[config.mk]
export PLATFORM = sky130hd
export DESIGN_NAME = vec_narrow_unit
export DESIGN_NICKNAME = d
export VERILOG_FILES = /design/src/rtl/vn_pkg.sv /design/src/rtl/vn_elem.sv /design/src/rtl/vn_pack.sv /design/src/rtl/vec_narrow_unit.sv
export SDC_FILE = /design/constraint.sdc
export NUM_CORES = 1
export LEC_CHECK = 0
export ABC_AREA = 1
export CELL_PAD_IN_SITES_DETAIL_PLACEMENT = 1
export CELL_PAD_IN_SITES_GLOBAL_PLACEMENT = 1
export CORE_MARGIN = 2
export CORE_UTILIZATION = 28
export CTS_CLUSTER_SIZE = 20
export DETAILED_ROUTE_END_ITERATION = 12
export PLACE_DENSITY_LB_ADDON = 0.15
export RECOVER_POWER = 100
export SYNTH_ARGS = -nofsm -noshare
export SYNTH_HDL_FRONTEND = slang
export SYNTH_SLANG_ARGS = --single-unit
[constraint.sdc]
create_clock -name clk -period 2.37 [get_ports clk]
set_clock_uncertainty 0.2 [all_clocks]
set_input_delay 0.237 -clock clk [delete_from_list [all_inputs] [get_ports clk]]
set_output_delay 0.237 -clock clk [all_outputs]
set_load 0.02 [all_outputs]
[src/rtl/vn_pkg.sv]
// Shared types for the vector narrowing unit.
// Assumes width codes are log2 of the element byte count.
package vn_pkg;
    typedef enum logic [1:0] {WC_1B = 2'd0, WC_2B = 2'd1, WC_4B = 2'd2, WC_8B = 2'd3} wcode_t;
    typedef enum logic [1:0] {OV_TRUNC = 2'd0, OV_FAULT = 2'd1, OV_SAT = 2'd2, OV_RSV = 2'd3} ovmode_t;
endpackage

[src/rtl/vn_elem.sv]
// Narrows one element to half its width and reports overflow.
// Applies clamping when sat is set; assumes IN_BITS is even.
module vn_elem #(
    parameter int IN_BITS = 32
) (
    input  logic [IN_BITS-1:0]   din,
    input  logic                 sgn,
    input  logic                 sat,
    output logic [IN_BITS/2-1:0] dout,
    output logic                 ovf
);
    localparam int OB = IN_BITS / 2;

    logic [OB-1:0] hi_half;
    logic [OB-1:0] lo_half;
    assign hi_half = din[IN_BITS-1:OB];
    assign lo_half = din[OB-1:0];

    // Overflow test and clamped or truncated result
    always_comb begin
        if (sgn) ovf = (hi_half != {OB{lo_half[OB-1]}});
        else     ovf = (hi_half != '0);
        dout = lo_half;
        if (sat && ovf) begin
            if (sgn) dout = din[IN_BITS-1] ? {1'b1, {(OB-1){1'b0}}} : {1'b0, {(OB-1){1'b1}}};
            else     dout = '1;
        end
    end
endmodule

[src/rtl/vn_pack.sv]
// Narrows every element of two operands at one fixed input width.
// Packs A into the low half of the result and B into the high half.
// Tags are read from and written to element base lanes.
module vn_pack #(
    parameter int VEC_BYTES = 16,
    parameter int IN_BYTES  = 4
) (
    input  logic [VEC_BYTES*8-1:0]        a_data,
    input  logic [VEC_BYTES*8-1:0]        b_data,
    input  logic [VEC_BYTES-1:0]          a_none,
    input  logic [VEC_BYTES-1:0]          a_nar,
    input  logic [VEC_BYTES-1:0]          b_none,
    input  logic [VEC_BYTES-1:0]          b_nar,
    input  logic                          sgn,
    input  logic                          sat,
    output logic [VEC_BYTES*8-1:0]        y_data,
    output logic [VEC_BYTES-1:0]          y_none,
    output logic [VEC_BYTES-1:0]          y_nar,
    output logic [VEC_BYTES/IN_BYTES-1:0] ovf_a,
    output logic [VEC_BYTES/IN_BYTES-1:0] ovf_b
);
    localparam int NE   = VEC_BYTES / IN_BYTES;
    localparam int IB   = IN_BYTES * 8;
    localparam int OBY  = IN_BYTES / 2;
    localparam int OBIT = OBY * 8;
    localparam int HALF = VEC_BYTES / 2;

    for (genvar k = 0; k < NE; k++) begin : g_el
        vn_elem #(.IN_BITS(IB)) u_ea (
            .din(a_data[k*IB +: IB]), .sgn(sgn), .sat(sat),
            .dout(y_data[k*OBIT +: OBIT]), .ovf(ovf_a[k]));
        vn_elem #(.IN_BITS(IB)) u_eb (
            .din(b_data[k*IB +: IB]), .sgn(sgn), .sat(sat),
            .dout(y_data[HALF*8 + k*OBIT +: OBIT]), .ovf(ovf_b[k]));
    end

    // Move base-lane tags to the base lanes of the output elements
    always_comb begin
        y_none = '0;
        y_nar  = '0;
        for (int k = 0; k < NE; k++) begin
            y_none[k*OBY]        = a_none[k*IN_BYTES];
            y_nar[k*OBY]         = a_nar[k*IN_BYTES];
            y_none[HALF + k*OBY] = b_none[k*IN_BYTES];
            y_nar[HALF + k*OBY]  = b_nar[k*IN_BYTES];
        end
    end

    logic unused_tag_lanes;
    assign unused_tag_lanes = ^{a_none, a_nar, b_none, b_nar};
endmodule

[src/rtl/vec_narrow_unit.sv]
// Top of the vector narrowing unit: one packer per legal input width,
// width selection, scalar masking, fault decision and a result register.
// Assumes VEC_BYTES is a power of two of at least 8.
module vec_narrow_unit #(
    parameter int VEC_BYTES = 16
) (
    input  logic                   clk,
    input  logic                   rst_n,
    input  logic                   in_valid,
    input  logic                   in_scalar,
    input  logic                   in_signed,
    input  logic [1:0]             in_mode,
    input  logic [VEC_BYTES*8-1:0] a_data,
    input  logic [1:0]             a_wcode,
    input  logic [VEC_BYTES-1:0]   a_none,
    input  logic [VEC_BYTES-1:0]   a_nar,
    input  logic [VEC_BYTES*8-1:0] b_data,
    input  logic [1:0]             b_wcode,
    input  logic [VEC_BYTES-1:0]   b_none,
    input  logic [VEC_BYTES-1:0]   b_nar,
    output logic                   out_valid,
    output logic                   out_fault,
    output logic [VEC_BYTES*8-1:0] y_data,
    output logic [1:0]             y_wcode,
    output logic [VEC_BYTES-1:0]   y_none,
    output logic [VEC_BYTES-1:0]   y_nar
);
    import vn_pkg::*;

    localparam int VBITS = VEC_BYTES * 8;

    wcode_t  wc;
    ovmode_t md;
    assign wc = wcode_t'(a_wcode);
    assign md = ovmode_t'(in_mode);

    logic [VBITS-1:0]     pk_data [1:3];
    logic [VEC_BYTES-1:0] pk_none [1:3];
    logic [VEC_BYTES-1:0] pk_nar  [1:3];
    logic [3:1]           pk_ovf_any;
    logic [3:1]           pk_ovf0;

    for (genvar g = 1; g <= 3; g++) begin : g_width
        localparam int EB = 1 << g;
        logic [VEC_BYTES/EB-1:0] oa;
        logic [VEC_BYTES/EB-1:0] ob;
        vn_pack #(.VEC_BYTES(VEC_BYTES), .IN_BYTES(EB)) u_pack (
            .a_data(a_data), .b_data(b_data),
            .a_none(a_none), .a_nar(a_nar), .b_none(b_none), .b_nar(b_nar),
            .sgn(in_signed), .sat(md == OV_SAT),
            .y_data(pk_data[g]), .y_none(pk_none[g]), .y_nar(pk_nar[g]),
            .ovf_a(oa), .ovf_b(ob));
        assign pk_ovf_any[g] = |{oa, ob};
        assign pk_ovf0[g]    = oa[0];
    end

    logic [VBITS-1:0]     sel_data;
    logic [VEC_BYTES-1:0] sel_none;
    logic [VEC_BYTES-1:0] sel_nar;
    logic                 sel_ovf;
    logic                 bad;
    int                   half_bytes;

    // Pick the packer for the operand width and apply the scalar form
    always_comb begin
        sel_data   = '0;
        sel_none   = '0;
        sel_nar    = '0;
        sel_ovf    = 1'b0;
        half_bytes = 0;
        case (wc)
            WC_2B: begin sel_data = pk_data[1]; sel_none = pk_none[1]; sel_nar = pk_nar[1];
                         sel_ovf = in_scalar ? pk_ovf0[1] : pk_ovf_any[1]; half_bytes = 1; end
            WC_4B: begin sel_data = pk_data[2]; sel_none = pk_none[2]; sel_nar = pk_nar[2];
                         sel_ovf = in_scalar ? pk_ovf0[2] : pk_ovf_any[2]; half_bytes = 2; end
            WC_8B: begin sel_data = pk_data[3]; sel_none = pk_none[3]; sel_nar = pk_nar[3];
                         sel_ovf = in_scalar ? pk_ovf0[3] : pk_ovf_any[3]; half_bytes = 4; end
            default: ;
        endcase
        if (in_scalar) begin
            for (int l = 0; l < VEC_BYTES; l++) begin
                if (l >= half_bytes) sel_data[l*8 +: 8] = 8'h00;
                if (l != 0) begin
                    sel_none[l] = 1'b0;
                    sel_nar[l]  = 1'b0;
                end
            end
        end
    end

    // Decide whether the request must fault instead of producing data
    always_comb begin
        bad = (wc == WC_1B) || (md == OV_RSV) || (md == OV_FAULT && sel_ovf)
              || (!in_scalar && (b_wcode != a_wcode));
    end

    // Result register with one cycle of latency
    always_ff @(posedge clk) begin
        if (!rst_n) begin
            out_valid <= 1'b0;
            out_fault <= 1'b0;
            y_data    <= '0;
            y_wcode   <= '0;
            y_none    <= '0;
            y_nar     <= '0;
        end else begin
            out_valid <= in_valid && !bad;
            out_fault <= in_valid && bad;
            if (in_valid && !bad) begin
                y_data  <= sel_data;
                y_wcode <= a_wcode - 2'd1;
                y_none  <= sel_none;
                y_nar   <= sel_nar;
            end else begin
                y_data  <= '0;
                y_wcode <= '0;
                y_none  <= '0;
                y_nar   <= '0;
            end
        end
    end

    AST_WIDTH_STEP: assert property (@(posedge clk) disable iff (!rst_n)
        out_valid |-> (y_wcode == $past(a_wcode) - 2'd1));
    AST_MIN_WIDTH_FAULT: assert property (@(posedge clk) disable iff (!rst_n)
        (in_valid && a_wcode == 2'd0) |=> out_fault);
    AST_MISMATCH_FAULT: assert property (@(posedge clk) disable iff (!rst_n)
        (in_valid && !in_scalar && a_wcode != b_wcode) |=> out_fault);
    AST_RSV_MODE_FAULT: assert property (@(posedge clk) disable iff (!rst_n)
        (in_valid && in_mode == 2'd3) |=> out_fault);
    AST_SCALAR_HIGH_ZERO: assert property (@(posedge clk) disable iff (!rst_n)
        (in_valid && in_scalar) |=> (y_data[VBITS-1:VBITS/2] == '0));
    AST_NO_DUAL: assert property (@(posedge clk) disable iff (!rst_n)
        !(out_valid && out_fault));
    AST_IDLE_QUIET: assert property (@(posedge clk) disable iff (!rst_n)
        !in_valid |=> (!out_valid && !out_fault));
endmodule

# Word-level counts from Yosys, hierarchy flattened

Index checks and enable logic that the tools add are counted.

Flip-flop bits (word level): 164
Input bits: 331

$add $sub $neg: 1
$lt $le $gt $ge: 16
Equality and inequality tests: 35
Muxes and demuxes: 137
Bitwise operators: 2
Reductions and logical operators: 71

Operators with widths:

| operator                                                               | number |
|---|---|
| 8-bit two-way mux                                                      | 64 |
| 16-bit two-way mux                                                     | 24 |
| 32-bit two-way mux                                                     | 12 |
| 128-bit one-hot mux with 3 select lines                                | 1 |
| 5-bit by 32-bit >= comparator with 1-bit output (first input constant) | 8 |
| 4-bit by 32-bit >= comparator with 1-bit output (first input constant) | 4 |
| 128-bit two-way mux                                                    | 1 |
| 16-bit != test                                                         | 8 |
| 32-bit != test                                                         | 4 |
| 8-bit != test                                                          | 16 |
| 16-bit nonzero test                                                    | 8 |
| 32-bit nonzero test                                                    | 4 |
| 8-bit nonzero test                                                     | 16 |
| 16-bit one-hot mux with 3 select lines                                 | 2 |
| 3-bit by 32-bit >= comparator with 1-bit output (first input constant) | 2 |
| 1-bit by 32-bit >= comparator with 1-bit output (first input constant) | 1 |
| 2-bit by 32-bit >= comparator with 1-bit output (first input constant) | 1 |
| 1-bit logical AND                                                      | 32 |
| 1-bit two-way mux                                                      | 31 |
| 16-bit OR reduction                                                    | 1 |
| 3-bit one-hot mux with 3 select lines                                  | 1 |
| 2-bit equality test (second input constant)                            | 4 |
| 8-bit OR reduction                                                     | 1 |
| 2-bit by 1-bit equality test with 1-bit output (second input constant) | 2 |
| other kinds (10)                                                       | 14 |

# Logic depth before layout (Yosys ltp)

Gate-level depths: netlist of the first run.

Depth after elaboration: 12
Gate-level depth with buffers: 19
Depth with buffers taken out: 16

# Modules after synthesis

Synthesis of the first run repeated with hierarchy kept, for this count alone.

Cells, all modules: 3194
Area, all modules: 17484.3 sq um

Modules (own cells, without submodules):

| module                                        | times used | cells an instance | area an instance (sq um) | sequential area each (sq um) |
|---|---|---|---|---|
| vec_narrow_unit                               | 1          | 1232              | 7987.7                   | 3283.1 |
| vn_elem at g_width[1].u_pack.g_el[0].u_ea ... | 16         | 41                | 195.2                    | 0.0 |
| vn_elem at g_width[2].u_pack.g_el[0].u_ea ... | 8          | 71                | 360.3                    | 0.0 |
| vn_elem at g_width[3].u_pack.g_el[0].u_ea ... | 4          | 160               | 690.7                    | 0.0 |
| vn_pack at g_width[2].u_pack ...              | 2          | 33                | 244.0                    | 0.0 |
| vn_pack at g_width[1].u_pack                  | 1          | 32                | 240.2                    | 0.0 |

# Least setup slack after synthesis of the first run

OpenSTA, ideal clock, no wires.

Kind: input to register
From: input in_mode[1]
To: register y_data[5]
Library setup time: 0.128 ns
Arrival: 1.862 ns
Required time: 2.042 ns
Slack: 0.180 ns
Stages on the path: 11
Path buffers: 2
Path through: inv_1 > nor2_2 > clkinv_1 > clkbuf_1 > nor2_1 > nand2_1 > buf_2 > o211ai_1 > nand3_1 > o211ai_1 > nor2_1

Cells in the longest elaborated chain, start to end: 7

Ends and longest elaborated chain:

| what                                                                                            | line                   | source |
|---|---|---|
| start: declaration                                                                              | vec_narrow_unit.sv:12  | `input logic [1:0] in_mode,` |
| parallel branches: the longest is 7 deep, another holds 128-bit one-hot mux with 3 select lines | -                      |  |
| end signal: assignment                                                                          | vec_narrow_unit.sv:110 | `y_data <= sel_data;` |
| end: declaration                                                                                | vec_narrow_unit.sv:23  | `output logic [VEC_BYTES*8-1:0] y_data,` |

Several ways; the timed one is not identified.
A chain may end at the register's enable or synchronous reset.

# Worst setup path after layout of the first run

From: input b_data[86]
To: register y_data[88]

Cells in the longest elaborated chain, start to end: 11

Ends and longest elaborated chain:

| what                                                  | line                         | source |
|---|---|---|
| start: declaration                                    | vec_narrow_unit.sv:17        | `input logic [VEC_BYTES*8-1:0] b_data,` |
| 16-bit != test or 16-bit nonzero test (tied branches) | vn_elem.sv:21, vn_elem.sv:22 |  |
| 1-bit two-way mux (*)                                 | vn_elem.sv:21                | `if (sgn) ovf = (hi_half != {OB{lo_half[OB-1]}});` |
| 8-bit OR reduction (*)                                | vec_narrow_unit.sv:53        | `assign pk_ovf_any[g] = \|{oa, ob};` |
| 1-bit two-way mux (*)                                 | vec_narrow_unit.sv:75        | `sel_ovf = in_scalar ? pk_ovf0[2] : pk_ovf_any[2]; half_bytes = 2; end` |
| 1-bit one-hot mux with 3 select lines (*)             | vec_narrow_unit.sv:71        | `case (wc)` |
| 1-bit logical AND (*)                                 | vec_narrow_unit.sv:93        | `bad = (wc == WC_1B) \|\| (md == OV_RSV) \|\| (md == OV_FAULT && sel_ovf)` |
| 1-bit logical OR (*)                                  | vec_narrow_unit.sv:93        |  |
| 1-bit logical OR (*)                                  | vec_narrow_unit.sv:94        | `\|\| (!in_scalar && (b_wcode != a_wcode));` |
| 1-bit zero test (*)                                   | vec_narrow_unit.sv:109       | `if (in_valid && !bad) begin` |
| 1-bit logical AND (*)                                 | vec_narrow_unit.sv:109       |  |
| 2-bit AND reduction (no line) (*)                     | -                            |  |

Every way passes the cells marked *; elsewhere a longest branch is shown, timed or not.

==> results of run 1 <==
[cell usage in the layout (no fill, tap or decap), types with 14 or more instances in the layout]
cell	synthesis	final
nor2_1	374	304
clkbuf_16	0	19
nor2_2	1	62
dlymetal6s2s_1	0	199
nand2_1	415	383
nand2_2	0	31
nand3_1	118	110
dlygate4sd2_1	0	14
buf_4	1	260
o211ai_1	56	56
buf_12	0	32
a21oi_1	93	93
diode_2	0	19
clkdlybuf4s50_1	0	82
dlygate4sd3_1	0	164
nand4_1	26	26
o21ai_0	309	303
dfxtp_1	164	164
o31ai_1	23	22
inv_1	149	139
[worst max-delay path by stage]
| stage | start | endpoint | cells after the start |
|---|---|---|---|
| 2_1_floorplan | in_mode[1] | y_data[5] | 11 |
| 6_report | b_data[86] | y_data[88] | 16 |
| 3_5_place_dp | a_data[79] | y_data[84] | 15 |
| 3_3_place_gp | a_data[79] | y_data[109] | 15 |
| 4_1_cts | a_data[114] | y_none[11] | 18 |
| 5_1_grt | a_data[62] | y_data[100] | 17 |
[timing repair]
item	CTS	global route
setup buffers	2	13
gates resized for setup	57	335
setup endpoints to repair	156	163
pin swaps	7	110
hold endpoints to repair	0	0
gates cloned	0	4
[logic make-up after synthesis]
logic type               after synthesis
AO/OA/AOI/OAI                        506
XOR/XNOR                               2
adder cells (fa/ha/maj)                5
buffers and inverters                247
flip-flops                           164
AND/OR/NAND/NOR                      969
[flip-flops by register name, summed over array words and instances, names as in the netlist]
register   cells
y_nar         16
out_fault      1
y_wcode        2
out_valid      1
y_data       128
y_none        16
[power by group]
part / internal, uW / switching [uW] / leakage [uW]
logic: 1100 / 1220 / 0.00918
clock network: 1420 / 1400 / 0.000278
registers: 2780 / 8.28 / 0.00132
total: 5310 / 2630 / 0.0108
[through the flow]
stage	TNS (ns)	setup slack (ns)	hold slack (ns)	std cells	area, um2
2_1_floorplan	0	0.180	0.109	1893	11000
3_3_place_gp	-95.90	-0.664	0.580	3064	18400
3_5_place_dp	-105.59	-0.758	0.587	3064	18400
4_1_cts	0	0.00270	0.0679	3098	19100
5_1_grt	-2.73	-0.0868	0.0829	3131	20200
6_report	0	0.0624	0.0436	3134	20200
[routing by layer]
layer	GRT usage	routed length (um)	vias to the layer above
li1	-	-	7701
met1	0.350	26200	7633
met2	0.481	29400	474
met3	0.0554	3270	124
met4	0.122	2250	12
met5	0	87	-
[cell type report]
| type | instances | area [um2] | area share |
|---|---|---|---|
| multi-input combinational | 1482 | 7250 | 0.358 |
| sequential | 164 | 3280 | 0.162 |
| inverter | 154 | 583 | 0.0288 |
| timing repair buffer | 765 | 7850 | 0.388 |
| tap | 518 | 648 | 0.0320 |
| clock buffer | 18 | 439 | 0.0217 |
| antenna | 19 | 47.5 | 0.00235 |
| clock inverter | 14 | 133 | 0.00655 |
==> flow_summary.yaml, run 1 <==
placed_design:
  numPortBuffers: 462
  dp_hpwl_um: 47600
  routabilityCongestion: 0.866
worst_setup_path:
  path_max_fanout: 48
  cp_slowest_stage_delay_ns: 0.41
  end_kind: "register"
  required_ns: 2.57
  path_buf_inv: 4
  path_delay_family: "simple AND/OR/NAND/NOR gates"
  start_kind: "input pin"
  path_class: "in -> reg"
  crit_slowest_cell: "clkdlybuf4s50_1"
  arrival_ns: 2.51
  worstPathCellList: "clkdlybuf4s50_1 > inv_2 > nand3_2 > nor3_2 > nand3_1 > nand2_2 > nand2_2 > nor2_4 > nand3_2 > nand3_2 > nand4_1 > nand2_2 > nand4_1 > buf_6 > buf_12 > nor2_1"
detailed_routing:
  ant_nets: 0
  drtIter0Drc: 710
  wl_per_cell_um: 19.5
  drcViolationCount: 0
  drt_wl_total_um: 61200
  dr.pass1.iters: 5
  viasPerCell: 5.09
  vias: 15900
timing:
  max_freq_ghz: 0.433
  hold_viol: 0
  worst_slew_pin_slew_ns: 0.422
  fin_crit_sh: 0.974
  rsz0062_at_grt: "yes"
  finalSetupViolCount: 0
  slew_headroom: 0.718
  drv_slew: 0
  layout_min_cycle_time_ns: 2.31
logic_synthesis:
  synth_top_flop_cell: "dfxtp_1"
  yosysMostFrequentCell: "nand2_1"
  synth_xor_area_frac: 0.00159
  synth_warnings: 0
  ys_seq_area_frac: 0.298
  synthCells: 1893
  netlist.area_leader.share: 0.298
  ys_seq_elements: 164
  synth_edf_count: 0
  ys_types: 33
  synth_compound_area_frac: 0.253
  netlist_area_um2: 11000
  synthArstFlopShare: 0
  synth_largest_area_cell: "dfxtp_1"
  synth-simple-area-share: 0.356
  avgSynthCellArea_um2: 5.83
  syn_nets: 2229
  synth_top_family_by_area: "simple AND/OR/NAND/NOR gates"
  yosys-top-cells-count: "415 x nand2_1, 374 x nor2_1, 309 x o21ai_0, 164 x dfxtp_1, 149 x inv_1"
  synthAdderAreaFrac: 0.00567
  netlist_top_cells_area: "dfxtp_1 30%, nand2_1 14%, o21ai_0 14%"
  muxShareOfSynthArea: 0
floorplan:
  core-area_um2: 38700
  io-pin-count: 495
  chipHeight_um: 203
  initial_core_util: 0.285
  rows: 72
  fp.dieW_um: 203
  die_area_um2: 41000
pwr:
  leakagePower_uw: 0.0108
  power_uw: 7940
  ir_drop_mv: 0.563
  p_per_area_nw_per_um2: 392
clocking:
  cts-root-buf: "clkbuf_16"
  cts_tree: "built"
  clkSinkCount: 164
  clk_pin_slew_ns: 0.07
  cts.path.max_buffers: 2
  cts_hold_buffers: 0
  htree_levels: 4
  cts_made_buffers: 17
global_routing:
  grt_pass1_wl_um: 91100
  grt_pass1_vias: 16500
  track_usage: 0.284
  antenna_found_initial: 26
  overflow: 0
  grt_max_degree: 49
layout:
  layout.nets: 2920
  fillers: 4989
  post-route-util: 0.522
  drive_above_1_share: 0.187
  area_growth_pct: 83.4
hold_path:
  min_path_cells: 5
  hp-start: "b_data[25]"
  holdPathEnd: "y_data[89]"
  min_path_type: "in -> reg"
run_status:
  outcome: "finished, final reports clean"
flow_run:
  drv_cap: 0
Note: power is estimated with default switching activity, not from simulation.
==> run 2: changes to the inputs <==
--- a/config.mk
+++ b/config.mk
@@ -6,10 +6,10 @@
 export NUM_CORES = 1
 export LEC_CHECK = 0
 export ABC_AREA = 1
-export CELL_PAD_IN_SITES_DETAIL_PLACEMENT = 1
-export CELL_PAD_IN_SITES_GLOBAL_PLACEMENT = 1
+export CELL_PAD_IN_SITES_DETAIL_PLACEMENT = 2
+export CELL_PAD_IN_SITES_GLOBAL_PLACEMENT = 2
 export CORE_MARGIN = 2
-export CORE_UTILIZATION = 28
+export CORE_UTILIZATION = 20
 export CTS_CLUSTER_SIZE = 20
 export DETAILED_ROUTE_END_ITERATION = 12
 export PLACE_DENSITY_LB_ADDON = 0.15
==> run 2 against run 1 <==
Effect of this change:
- fmax increased by 0.86%
- global-route usage decreased by 4.3 points
- via count increased by 1.9%
- design area increased by 4.1%
- non-clock buffer count increased by 50
- critical path depth increased by 3
- first-iteration DRC count decreased by 9.9%
- hold slack got worse by 0.012 ns
==> flow_summary.yaml, run 2 (synthesis results as in run 1) <==
placed_design:
  place_area_um2: 19000
  routabilityCongestion: 0.847
  numPortBuffers: 462
  place_inst: 3290
  dp_hpwl_um: 55200
global_routing:
  grt_pass1_wl_um: 104000
  overflow: 0
  grt_pass1_vias: 17400
  grt_max_degree: 32
  antenna_found_initial: 29
  track_usage: 0.241
clocking:
  clkSinkCount: 164
  cts.path.max_buffers: 2
  cts_made_buffers: 17
  htree_levels: 4
  cts_tree: "built"
  cts-root-buf: "clkbuf_16"
  clk_pin_slew_ns: 0.07
timing:
  slew_headroom: 0.624
  max_freq_ghz: 0.437
  rsz0062_at_grt: "yes"
  worst_slew_pin_slew_ns: 0.560
  layout_min_cycle_time_ns: 2.29
  fin_crit_sh: 0.965
  drv_slew: 0
  finalSetupViolCount: 0
  finalSetupTns_ns: 0
  hold_viol: 0
worst_setup_path:
  end_kind: "register"
  arrival_ns: 2.50
  worstPathCellList: "buf_12 > buf_12 > nand2_4 > buf_4 > inv_1 > nor2_2 > nand3_2 > nand3b_1 > buf_4 > nand2_2 > nand2_1 > nand2_1 > nand4_1 > nand2_2 > nand4_1 > buf_6 > clkbuf_16 > buf_16 > nor2_1"
  cp_slowest_stage_delay_ns: 0.23
  cp-endpoint: "y_data[83]"
  path_max_fanout: 15
  crit_slowest_cell: "nand3b_1"
  path_depth: 19
  start_kind: "input pin"
  path_buf_inv: 8
  required_ns: 2.58
  path_delay_family: "simple AND/OR/NAND/NOR gates"
  cp-startpoint: "in_signed"
  path_class: "in -> reg"
detailed_routing:
  drcViolationCount: 0
  vias: 16200
  ant_nets: 0
  dr.pass1.iters: 5
  drtIter0Drc: 640
  drt_wl_total_um: 73000
  wl_per_cell_um: 21.7
  viasPerCell: 4.83
pwr:
  ir_drop_mv: 0.553
  switchingPower_uw: 2700
  p_per_area_nw_per_um2: 389
  pwr-share-clk: 0.359
  leakagePower_uw: 0.0112
  p_comb_frac: 0.301
  pwr-share-seq: 0.341
  swShare: 0.330
  p_int_uw: 5490
layout:
  final_common_cell: "nand2_1"
  layout.nets: 2970
  regMostFlops: "y_data"
  final_cells: 3364
  drive_above_1_share: 0.212
  largest_reg_flops: 128
  final_cell_mix: "372 x nand2_1, 309 x nor2_1, 304 x o21ai_0"
  top_regs: "y_data: 128 flops, y_nar: 16 flops, y_none: 16 flops"
  design_area_um2: 21100
  area_growth_pct: 90.9
floorplan:
  chipHeight_um: 239
  initial_core_util: 0.201
  io-pin-count: 495
  fp.dieW_um: 239
  core-area_um2: 54900
  die_area_um2: 57100
  rows: 86
hold_path:
  min_path_type: "in -> reg"
run_status:
  outcome: "finished, final reports clean"
flow_run:
  drv_cap: 0
[run 2: cell count changes in the layout (fill, tap and decap cells not counted), sizes merged]
cell | previous run | this run
clkbuf | 22 | 37
clkdlybuf4s50 | 82 | 68
diode | 19 | 15
bufinv | 0 | 2
dlygate4sd3 | 164 | 165
dlygate4sd2 | 14 | 3
buf | 302 | 346
inv | 159 | 155
clkinvlp | 3 | 5
clkinv | 6 | 5
clkdlybuf4s15 | 0 | 3
dlymetal6s2s | 199 | 210
[run 2: metal layers]
metal / share of wire / wire, um / GRT usage
met5: 0.0017 / 121 / 0
met4: 0.021 / 1570 / 0.0735
met3: 0.047 / 3410 / 0.0529
met2: 0.49 / 35700 / 0.407
met1: 0.44 / 32200 / 0.305
[run 2: worst min-delay path by stage]
stage / cells past startpoint / to / start
floorplan: 1 / y_wcode[0] / a_wcode[0]
global placement: 3 / y_none[6] / a_none[12]
detailed placement: 3 / y_nar[8] / b_nar[0]
CTS: 3 / y_nar[8] / b_nar[0]
finish: 5 / y_data[72] / b_data[16]
global route: 3 / y_nar[1] / a_nar[2]
[run 2: repair_timing]
item	CTS	global route
endpoints found under the setup margin	163	163
pin swaps	5	100
hold buffers	0	1
gates cloned	3	10
endpoints found under the hold margin	0	1
buffers inserted	1	14
gates resized for setup	53	402
[run 2: layout make-up]
type | count | area, um2
clock inverters | 13 | 153
flip-flops and latches | 164 | 3280
diodes | 15 | 37.5
fillers | 6458 | 33800
repair buffers | 815 | 8350
well taps | 704 | 881
inverters | 154 | 584
clock buffers | 17 | 425
multi-input cells | 1482 | 7350
[run 2: through the flow]
step | power [uW] | utilization | hold WS (ns) | worst slack (ns)
after floorplan | 3720 | - | 0.109 | 0.180
final | 8190 | 0.384 | 0.0312 | 0.0821
after global placement | 5190 | 0.346 | 0.580 | -0.789
after global routing | 8630 | 0.384 | 0.0730 | -0.0993
after detailed placement | 5250 | 0.346 | 0.590 | -0.924
after CTS | 8270 | 0.359 | 0.0426 | -0.0766
[run 2: power by group through the flow]
stage          Combinational, uW  Sequential, uW  Clock [uW]
2_1_floorplan                820            2900           0
3_3_place_gp                2330            2860           0
3_5_place_dp                2390            2860           0
4_1_cts                     2430            2800        3040
5_1_grt                     2690            2800        3140
6_report                    2460            2790        2940
==> run 3: changes to the inputs <==
--- a/config.mk
+++ b/config.mk
@@ -8,7 +8,6 @@
 export ABC_AREA = 1
 export CELL_PAD_IN_SITES_DETAIL_PLACEMENT = 2
 export CELL_PAD_IN_SITES_GLOBAL_PLACEMENT = 2
-export CORE_MARGIN = 2
 export CORE_UTILIZATION = 20
 export CTS_CLUSTER_SIZE = 20
 export DETAILED_ROUTE_END_ITERATION = 12
==> run 3 against run 2 <==
Effect of this change:
- global-route usage rose by 0.51 points
- combinational power barely moved
- core utilization increased by 0.54 points
- clock power is 4% higher
- die area decreased by 1.7%
- first-iteration DRC count down 9.5%
- highest routed layer unchanged
==> flow_summary.yaml, run 3 (synthesis results as in run 1) <==
floorplan:
  chipHeight_um: 237
  rows: 85
  initial_core_util: 0.204
  fp.dieW_um: 237
  core-area_um2: 54100
  die_area_um2: 56100
  io-pin-count: 495
detailed_routing:
  vias: 16200
  drt_wl_total_um: 71900
  drtIter0Drc: 579
  drcViolationCount: 0
  ant_nets: 0
  viasPerCell: 4.84
  dr.pass1.iters: 4
  wl_per_cell_um: 21.5
layout:
  layout.nets: 2962
  final_common_cell: "nand2_1"
  final_cell_mix: "364 x nand2_1, 305 x o21ai_0, 299 x buf_4"
  drive_above_1_share: 0.217
  regMostFlops: "y_data"
  top_regs: "y_data: 128 flops, y_nar: 16 flops, y_none: 16 flops"
  area_growth_pct: 91.0
  design_area_um2: 21100
  largest_reg_flops: 128
clocking:
  cts-root-buf: "clkbuf_16"
  cts_made_buffers: 17
  htree_levels: 4
  clk_pin_slew_ns: 0.08
  cts_tree: "built"
  clkSinkCount: 164
  cts.path.max_buffers: 2
timing:
  drv_slew: 0
  finalSetupTns_ns: 0
  whs_ns: 0.0240
  fin_crit_sh: 0.961
  layout_min_cycle_time_ns: 2.28
  slew_headroom: 0.721
  fin_ws_ns: 0.0924
  max_freq_ghz: 0.439
  finalSetupViolCount: 0
  worst_slew_pin_slew_ns: 0.417
  hold_viol: 0
pwr:
  leakagePower_uw: 0.0111
  p_per_area_nw_per_um2: 394
  ir_drop_mv: 0.613
placed_design:
  post-place-ws_ns: -0.870
  place_area_um2: 18800
  dp_hpwl_um: 55400
  routabilityCongestion: 0.874
  numPortBuffers: 462
hold_path:
  min_path_type: "in -> reg"
  min_path_cells: 5
worst_setup_path:
  start_kind: "input pin"
  arrival_ns: 2.51
  end_kind: "register"
  path_max_fanout: 8
  path_class: "in -> reg"
  required_ns: 2.60
global_routing:
  overflow: 0
  grt_pass1_wl_um: 105000
  antenna_found_initial: 24
  grt_pass1_vias: 17600
  grt_max_degree: 46
  track_usage: 0.246
run_status:
  outcome: "finished, final reports clean"
flow_run:
  drv_cap: 0
==> run 3: final timing paths <==
path / from / to / slack [ns]
hold / removal: b_data[43] / y_data[91] / 0.02
setup / recovery: in_signed / y_data[82] / 0.09
==> run 3: power breakdown <==
part / total, uW / switching [uW] / internal [uW] / leakage [uW]
Combinational: 2460 / 1320 / 1140 / 0.00952
Sequential: 2790 / 8.81 / 2780 / 0.00132
Clock: 3050 / 1420 / 1640 / 0.000292
Total: 8310 / 2740 / 5560 / 0.0111
==> run 3: final cells by class <==
cell class | count | area [um2]
inverters | 154 | 581
fillers | 6332 | 33100
diodes | 12 | 30.0
well taps | 696 | 871
flip-flops and latches | 164 | 3280
clock buffers | 19 | 453
clock inverters | 13 | 163
repair buffers | 807 | 8280
multi-input cells | 1482 | 7410
==> run 3: repair_timing <==
action	in CTS	in global routing
gates resized for setup	76	379
pin swaps	20	129
hold endpoints to repair	0	0
cloned	3	9
hold buffers	0	0
setup buffers	5	16
endpoints found under the setup margin	163	163
==> run 3: per-layer routing <==
layer,share of wire,vias up,track usage
met1,0.44,7992,0.309
met2,0.50,343,0.422
met4,0.017,14,0.0673
li1,-,7772,-
met5,0.0013,-,0
met3,0.042,77,0.0516
==> run 3: metrics by stage <==
step / instances / power, uW / utilization
final: 3347 / 8310 / 0.389
after global routing: 3343 / 8730 / 0.389
after CTS: 3310 / 8370 / 0.364
after detailed placement: 3270 / 5240 / 0.348
after global placement: 3270 / 5180 / 0.348
after floorplan: 1893 / 3720 / -
==> run 3: worst max-delay path, cell delays in order <==
cell,delay (ns)
buf_12,0.14
buf_12,0.13
buf_4,0.15
nand2_1,0.10
nor2_1,0.15
nand3_1,0.10
nand2_1,0.08
nand2_1,0.05
nand2_1,0.08
nand2_1,0.07
nor2_2,0.13
nand3_2,0.10
nand3_2,0.07
nand4_1,0.10
nand2_2,0.09
nand4_1,0.10
buf_6,0.16
buf_12,0.16
clkbuf_16,0.21
nor2_4,0.08
